### config.mk
export PLATFORM = sky130hd
export DESIGN_NAME = keyed_wavelet_filter
export DESIGN_NICKNAME = d
export VERILOG_FILES = /design/src/rtl/kwf_pkg.sv /design/src/rtl/kwf_tap_window.sv /design/src/rtl/kwf_coef_bank.sv /design/src/rtl/kwf_mac.sv /design/src/rtl/kwf_round_sat.sv /design/src/rtl/keyed_wavelet_filter.sv
export SDC_FILE = /design/constraint.sdc
export NUM_CORES = 2
export LEC_CHECK = 0
export BUFFER_PORTS_ARGS = -buffer_cell sky130_fd_sc_hd__clkbuf_2
export CORE_MARGIN = 2
export CORE_UTILIZATION = 60
export DETAILED_ROUTE_END_ITERATION = 8
export MAX_ROUTING_LAYER = met4
export PLACE_DENSITY = 0.76
export SLEW_MARGIN = 20
export SYNTH_ARGS = -nofsm -noshare
export SYNTH_HDL_FRONTEND = slang
export SYNTH_HIERARCHICAL = 1
export SYNTH_SLANG_ARGS = --single-unit
### constraint.sdc
create_clock -name clk_i -period 16.35 [get_ports clk_i]
set_clock_uncertainty 0.1 [all_clocks]
set_input_delay 1.635 -clock clk_i [delete_from_list [all_inputs] [get_ports clk_i]]
set_output_delay 1.635 -clock clk_i [all_outputs]
set_load 0.05 [all_outputs]
### src/rtl/kwf_pkg.sv
package kwf_pkg;
  localparam int HALF   = 4;
  localparam int TAPS   = 2 * HALF + 1;
  localparam int N_LP   = HALF + 1;
  localparam int N_HP   = HALF;
  localparam int N_COEF = N_LP + N_HP;
  localparam int ADDR_W = 4;
endpackage

### src/rtl/kwf_tap_window.sv
module kwf_tap_window
  import kwf_pkg::*;
#(
  parameter int DATA_W = 8
) (
  input  logic                     clk_i,
  input  logic                     rst_ni,
  input  logic                     in_valid_i,
  input  logic signed [DATA_W-1:0] in_data_i,
  output logic                     fold_valid_o,
  output logic signed [DATA_W:0]   fold_o [N_LP]
);
  localparam int FILL_W = $clog2(TAPS + 1);

  logic signed [DATA_W-1:0] tap_q [TAPS];
  logic [FILL_W-1:0]        fill_q;
  logic                     win_valid_q;

  always_ff @(posedge clk_i or negedge rst_ni) begin
    if (!rst_ni) begin
      fill_q      <= '0;
      win_valid_q <= 1'b0;
    end else begin
      win_valid_q <= in_valid_i && (fill_q == FILL_W'(TAPS - 1));
      if (in_valid_i && fill_q != FILL_W'(TAPS - 1)) fill_q <= fill_q + 1'b1;
    end
  end

  for (genvar t = 0; t < TAPS; t++) begin : g_tap
    always_ff @(posedge clk_i or negedge rst_ni) begin
      if (!rst_ni) tap_q[t] <= '0;
      else if (in_valid_i) tap_q[t] <= (t == 0) ? in_data_i : tap_q[(t == 0) ? 0 : t-1];
    end
  end

  // tap_q[0] newest; centre at HALF
  for (genvar i = 0; i < N_LP; i++) begin : g_fold
    always_ff @(posedge clk_i or negedge rst_ni) begin
      if (!rst_ni) fold_o[i] <= '0;
      else if (i == 0) fold_o[i] <= (DATA_W+1)'(tap_q[HALF]);
      else fold_o[i] <= (DATA_W+1)'(tap_q[HALF-i]) + (DATA_W+1)'(tap_q[HALF+i]);
    end
  end

  always_ff @(posedge clk_i or negedge rst_ni) begin
    if (!rst_ni) fold_valid_o <= 1'b0;
    else fold_valid_o <= win_valid_q;
  end

  assert_no_early_valid_R2: assert property (@(posedge clk_i) disable iff (!rst_ni)
    (fill_q < FILL_W'(TAPS - 1)) |=> !win_valid_q);
endmodule

### src/rtl/kwf_coef_bank.sv
module kwf_coef_bank
  import kwf_pkg::*;
#(
  parameter int COEF_W = 10
) (
  input  logic                     clk_i,
  input  logic                     rst_ni,
  input  logic                     we_i,
  input  logic [ADDR_W-1:0]        addr_i,
  input  logic signed [COEF_W-1:0] data_i,
  input  logic                     commit_i,
  output logic signed [COEF_W-1:0] lp_o [N_LP],
  output logic signed [COEF_W-1:0] hp_o [N_HP]
);
  logic signed [COEF_W-1:0] stage_q [N_COEF];
  logic signed [COEF_W-1:0] stage_d [N_COEF];
  logic signed [COEF_W-1:0] act_q   [N_COEF];

  for (genvar j = 0; j < N_COEF; j++) begin : g_entry
    always_comb stage_d[j] = (we_i && addr_i == ADDR_W'(j)) ? data_i : stage_q[j];

    always_ff @(posedge clk_i or negedge rst_ni) begin
      if (!rst_ni) begin
        stage_q[j] <= '0;
        act_q[j]   <= '0;
      end else begin
        stage_q[j] <= stage_d[j];
        if (commit_i) act_q[j] <= stage_d[j];
      end
    end

    assert_hold_uncommitted_R6: assert property (@(posedge clk_i) disable iff (!rst_ni)
      !commit_i |=> $stable(act_q[j]));
  end

  for (genvar i = 0; i < N_LP; i++) begin : g_lp
    assign lp_o[i] = act_q[i];
  end
  for (genvar i = 0; i < N_HP; i++) begin : g_hp
    assign hp_o[i] = act_q[N_LP + i];
  end
endmodule

### src/rtl/kwf_mac.sv
module kwf_mac #(
  parameter int DATA_W = 8,
  parameter int COEF_W = 10,
  parameter int NCO    = 5,
  parameter int SUM_W  = 22
) (
  input  logic                     clk_i,
  input  logic                     rst_ni,
  input  logic                     valid_i,
  input  logic signed [DATA_W:0]   w_i [NCO],
  input  logic signed [COEF_W-1:0] c_i [NCO],
  output logic                     valid_o,
  output logic signed [SUM_W-1:0]  sum_o
);
  localparam int PROD_W = DATA_W + 1 + COEF_W;
  localparam int NP     = (NCO + 1) / 2;

  logic signed [PROD_W-1:0] prod_q [NCO];
  logic signed [PROD_W:0]   part_q [NP];
  logic signed [SUM_W-1:0]  sum_d;
  logic [2:0]               v_q;

  for (genvar i = 0; i < NCO; i++) begin : g_mul
    always_ff @(posedge clk_i or negedge rst_ni) begin
      if (!rst_ni) prod_q[i] <= '0;
      else prod_q[i] <= PROD_W'(w_i[i]) * PROD_W'(c_i[i]);
    end
  end

  for (genvar j = 0; j < NP; j++) begin : g_part
    always_ff @(posedge clk_i or negedge rst_ni) begin
      if (!rst_ni) part_q[j] <= '0;
      else if (2*j+1 < NCO)
        part_q[j] <= (PROD_W+1)'(prod_q[2*j]) + (PROD_W+1)'(prod_q[(2*j+1 < NCO) ? 2*j+1 : 2*j]);
      else
        part_q[j] <= (PROD_W+1)'(prod_q[2*j]);
    end
  end

  always_comb begin
    sum_d = '0;
    for (int j = 0; j < NP; j++) sum_d = sum_d + SUM_W'(part_q[j]);
  end

  always_ff @(posedge clk_i or negedge rst_ni) begin
    if (!rst_ni) begin
      sum_o <= '0;
      v_q   <= '0;
    end else begin
      sum_o <= sum_d;
      v_q   <= {v_q[1:0], valid_i};
    end
  end
  assign valid_o = v_q[2];

  assert_mac_latency_R2: assert property (@(posedge clk_i) disable iff (!rst_ni)
    valid_i |-> ##3 valid_o);
endmodule

### src/rtl/kwf_round_sat.sv
module kwf_round_sat #(
  parameter int SUM_W  = 22,
  parameter int FRAC_W = 8,
  parameter int OUT_W  = 12
) (
  input  logic                    clk_i,
  input  logic                    rst_ni,
  input  logic                    en_i,
  input  logic signed [SUM_W-1:0] sum_i,
  output logic signed [OUT_W-1:0] res_o
);
  localparam logic signed [SUM_W:0] MAXV = (SUM_W+1)'((1 << (OUT_W-1)) - 1);
  localparam logic signed [SUM_W:0] MINV = -(SUM_W+1)'(1 << (OUT_W-1));

  logic signed [SUM_W:0] biased, shifted;

  always_comb begin
    biased  = {sum_i[SUM_W-1], sum_i} + (SUM_W+1)'(1 << (FRAC_W-1));
    shifted = biased >>> FRAC_W;
  end

  always_ff @(posedge clk_i or negedge rst_ni) begin
    if (!rst_ni) res_o <= '0;
    else if (en_i) begin
      if (shifted > MAXV)      res_o <= OUT_W'(MAXV);
      else if (shifted < MINV) res_o <= OUT_W'(MINV);
      else                     res_o <= OUT_W'(shifted);
    end
  end

  assert_clamp_high_R8: assert property (@(posedge clk_i) disable iff (!rst_ni)
    (en_i && shifted > MAXV) |=> (res_o == OUT_W'(MAXV)));
  assert_clamp_low_R8: assert property (@(posedge clk_i) disable iff (!rst_ni)
    (en_i && shifted < MINV) |=> (res_o == OUT_W'(MINV)));
endmodule

### src/rtl/keyed_wavelet_filter.sv
module keyed_wavelet_filter
  import kwf_pkg::*;
#(
  parameter int DATA_W = 8,
  parameter int COEF_W = 10,
  parameter int FRAC_W = 8,
  parameter int OUT_W  = 12
) (
  input  logic                     clk_i,
  input  logic                     rst_ni,
  input  logic                     in_valid_i,
  input  logic signed [DATA_W-1:0] in_data_i,
  input  logic                     cfg_we_i,
  input  logic [ADDR_W-1:0]        cfg_addr_i,
  input  logic signed [COEF_W-1:0] cfg_data_i,
  input  logic                     cfg_commit_i,
  output logic                     out_valid_o,
  output logic signed [OUT_W-1:0]  lp_o,
  output logic signed [OUT_W-1:0]  hp_o
);
  localparam int SUM_W = DATA_W + 1 + COEF_W + 3;

  logic                     fold_valid;
  logic signed [DATA_W:0]   fold [N_LP];
  logic signed [DATA_W:0]   hp_w [N_HP];
  logic signed [COEF_W-1:0] lp_c [N_LP];
  logic signed [COEF_W-1:0] hp_c [N_HP];
  logic                     lp_v, hp_v;
  logic signed [SUM_W-1:0]  lp_sum, hp_sum;

  kwf_tap_window #(.DATA_W(DATA_W)) u_window (
    .clk_i, .rst_ni, .in_valid_i, .in_data_i,
    .fold_valid_o(fold_valid), .fold_o(fold)
  );

  kwf_coef_bank #(.COEF_W(COEF_W)) u_coef (
    .clk_i, .rst_ni, .we_i(cfg_we_i), .addr_i(cfg_addr_i), .data_i(cfg_data_i),
    .commit_i(cfg_commit_i), .lp_o(lp_c), .hp_o(hp_c)
  );

  for (genvar i = 0; i < N_HP; i++) begin : g_hpw
    assign hp_w[i] = fold[i];
  end

  kwf_mac #(.DATA_W(DATA_W), .COEF_W(COEF_W), .NCO(N_LP), .SUM_W(SUM_W)) u_mac_lp (
    .clk_i, .rst_ni, .valid_i(fold_valid), .w_i(fold), .c_i(lp_c),
    .valid_o(lp_v), .sum_o(lp_sum)
  );

  kwf_mac #(.DATA_W(DATA_W), .COEF_W(COEF_W), .NCO(N_HP), .SUM_W(SUM_W)) u_mac_hp (
    .clk_i, .rst_ni, .valid_i(fold_valid), .w_i(hp_w), .c_i(hp_c),
    .valid_o(hp_v), .sum_o(hp_sum)
  );

  kwf_round_sat #(.SUM_W(SUM_W), .FRAC_W(FRAC_W), .OUT_W(OUT_W)) u_rs_lp (
    .clk_i, .rst_ni, .en_i(lp_v), .sum_i(lp_sum), .res_o(lp_o)
  );

  kwf_round_sat #(.SUM_W(SUM_W), .FRAC_W(FRAC_W), .OUT_W(OUT_W)) u_rs_hp (
    .clk_i, .rst_ni, .en_i(hp_v), .sum_i(hp_sum), .res_o(hp_o)
  );

  always_ff @(posedge clk_i or negedge rst_ni) begin
    if (!rst_ni) out_valid_o <= 1'b0;
    else out_valid_o <= lp_v & hp_v;
  end

  assert_paths_aligned_R2: assert property (@(posedge clk_i) disable iff (!rst_ni)
    lp_v == hp_v);
  assert_out_follows_fold_R2: assert property (@(posedge clk_i) disable iff (!rst_ni)
    fold_valid |-> ##4 out_valid_o);
endmodule

==> metrics.csv <==
stage;metric;value;unit
sta;finalSetupViolCount;0;
sta;hold_violations;0;
critical_path;worstSetupPathType;flop to flop;
critical_path;path_max_fanout;20;
sta;slew_violations;0;
cells_and_area;drive_gt1_frac;0.07066;
global_routing;track_usage;0.2741;
clock_tree;cts.sinks;632;
global_routing;grt_pass1_vias;40618;
clock_tree;cts_inserted_buffers;73;
worst_hold_path;min_path_type;flop to flop;
clock_tree;cts_tree;done;
detailed_routing;firstDrtPassIters;6;
detailed_routing;drtIter0Drc;2699;
floorplanning;start_util;0.6053;
logic_synthesis;syn_nets;6694;
status;outcome;completed;
critical_path;cpMostUsedCell;fa_1;
clock_tree;htree_levels;3;
detailed_routing;drc;0;
sta;worst_pin_slew;1034;ps
global_routing;antenna_found_initial;4;
sta;period_share;0.3528;
floorplanning;fp.dieW;310.6;um
clock_tree;hold_buffers;0;
critical_path;path_cells;nand2_1 -> fa_1 -> inv_1 -> fa_1 -> inv_1 -> fa_1 -> inv_1 -> fa_1 -> fa_1 -> ha_1 -> a21oi_1 -> o22ai_1 -> or4_1 -> a31oi_1 -> o2111ai_1 -> a21oi_1 -> xnor2_1;
sta;tns;0;ps
detailed_routing;wl_per_cell;18.38;um
floorplanning;core_area;93190;um^2
global_routing;grt_pass1_wl;208.1;mm
detailed_routing;routed_wl;123.5;mm
job;maxCapViolCount;0;
clock_tree;clock_latency;630;ps
sta;relSlewSlack;0.3106;
placed_design;place_hpwl;93.77;mm
detailed_routing;viasPerCell;5.666;
logic_synthesis;synthCells;5432;
logic_synthesis;synth_area;56400;um^2
floorplanning;die_area;96480;um^2
placed_design;port_buffers;51;
cells_and_area;syn_to_final_growth;6.704;%
placed_design;place.gp.congestion;0.9043;
sta;finalCriticalPeriod;5769;ps
critical_path;start_kind;flop;
floorplanning;io_pins;52;
logic_synthesis;syn_area_per_cell;10.38;um^2
global_routing;grt.overflow.total;0;
clock_tree;clock_path_buffers;3;
critical_path;cp_slowest_cell;dfrtp_1;
detailed_routing;vias;38082;
clock_tree;post_cts_buffers;0;
critical_path;cpPeakStageDelay;750;ps
sta;rsz0062_at_grt;no;
critical_path;critPathRequiredTime;16800;ps
floorplanning;core.rowCount;112;
global_routing;grt_max_degree;105;
cells_and_area;num-nets-final;6670;
clock_tree;clkTransAtPathRegs;60;ps
critical_path;cp.arrival;6220;ps
floorplanning;die_h;310.6;um
critical_path;cp-end-kind;flop;
detailed_routing;postRouteAntennaNets;0;
clock_tree;ctsResizeCount;0;
sta;maxClockFrequency;173.3;MHz
logic_synthesis;synth.yosys.warnings;6;
clock_tree;cts_root_buffer;clkbuf_16;
-- cells in the final DEF, fill, tap and decap left out, types with 76 or more instances in the layout --
master / instances
nand3_1: 117
nor2b_1: 92
a31oi_1: 111
and2_1: 352
ha_1: 512
xnor2_1: 222
o21ai_0: 153
mux2_2: 86
xor2_1: 76
nor2_1: 219
nand2_1: 554
dfrtp_1: 632
a21oi_1: 153
fa_1: 723
inv_1: 734
-- through the flow --
| stage | worst slack (ps) | instances | hold WS, ps | util | instance area, um^2 |
|---|---|---|---|---|---|
| 3_5_place_dp | 10620 | 6587 | 234.7 | 0.6187 | 57660 |
| 5_1_grt | 10200 | 6721 | 245.3 | 0.6458 | 60190 |
| 4_1_cts | 10600 | 6717 | 237.9 | 0.6457 | 60170 |
| 2_1_floorplan | 11170 | 5432 | 231.2 | - | 56400 |
| 6_report | 10580 | 6721 | 239.4 | 0.6458 | 60190 |
| 3_3_place_gp | 10790 | 6587 | 232.0 | 0.6187 | 57660 |
-- metal layers --
metal / up-vias / track usage / routed length, um
met2: 983 / 0.4322 / 58650
met1: 19400 / 0.3744 / 54260
met4: 0 / 0.06851 / 3089
li1: 17500 / - / -
met5: - / - / 0
met3: 199 / 0.04392 / 7535
-- path summary, 6_finish.rpt --
path,from,endpoint,slack [ps],cells past startpoint
max,u_window/fold_o[36],u_mac_lp/prod_q[94],10580,17
min,u_mac_lp/prod_q[11],u_mac_lp/part_q[11],240,0
max reg2reg,u_window/fold_o[36],u_mac_lp/prod_q[94],10580,17
min reg2reg,u_mac_lp/prod_q[11],u_mac_lp/part_q[11],240,0
max in group asynchronous,rst_ni,u_coef/stage_q[17],12390,4
min in group asynchronous,rst_ni,out_valid_o,940,1
-- worst max-delay path, delay by kind of cell (launching register included) --
family,cells,cell delay [ps]
and+or+nand+nor,2,640
adders and majority gates,6,2860
AOI/OAI and AO/OA,5,1030
buffers and inverters,3,160
xor gates and xnor gates,1,130
DFF,1,750
-- area by class of cell --
| cell class | count | area [um^2] |
|---|---|---|
| multi-input combinational | 3896 | 37100 |
| fill | 7253 | 33000 |
| sequential | 632 | 15820 |
| inverter | 734 | 2755 |
| clock buffer | 89 | 1998 |
| tap | 1254 | 1569 |
| clock inverter | 41 | 514.2 |
| timing repair buffer | 71 | 425.4 |
| antenna | 4 | 10.01 |
-- state kept, by name, indices dropped and copies added, names as in the netlist --
signal,cells
out_valid_o,1
u_coef/hp_o,40
u_coef/lp_o,50
u_coef/stage_q,90
u_mac_hp/part_q,40
u_mac_hp/prod_q,76
u_mac_hp/sum_o,14
u_mac_hp/v_q,3
u_mac_lp/part_q,59
u_mac_lp/prod_q,95
u_mac_lp/sum_o,15
u_mac_lp/v_q,3
u_rs_hp/res_o,12
u_rs_lp/res_o,12
u_window/fill_q,4
u_window/fold_o,44
u_window/fold_valid_o,1
u_window/tap_q,72
u_window/win_valid_q,1
Power is not shown: default switching activity piles up to over one toggle a cycle in this logic, so the estimate is an artifact.
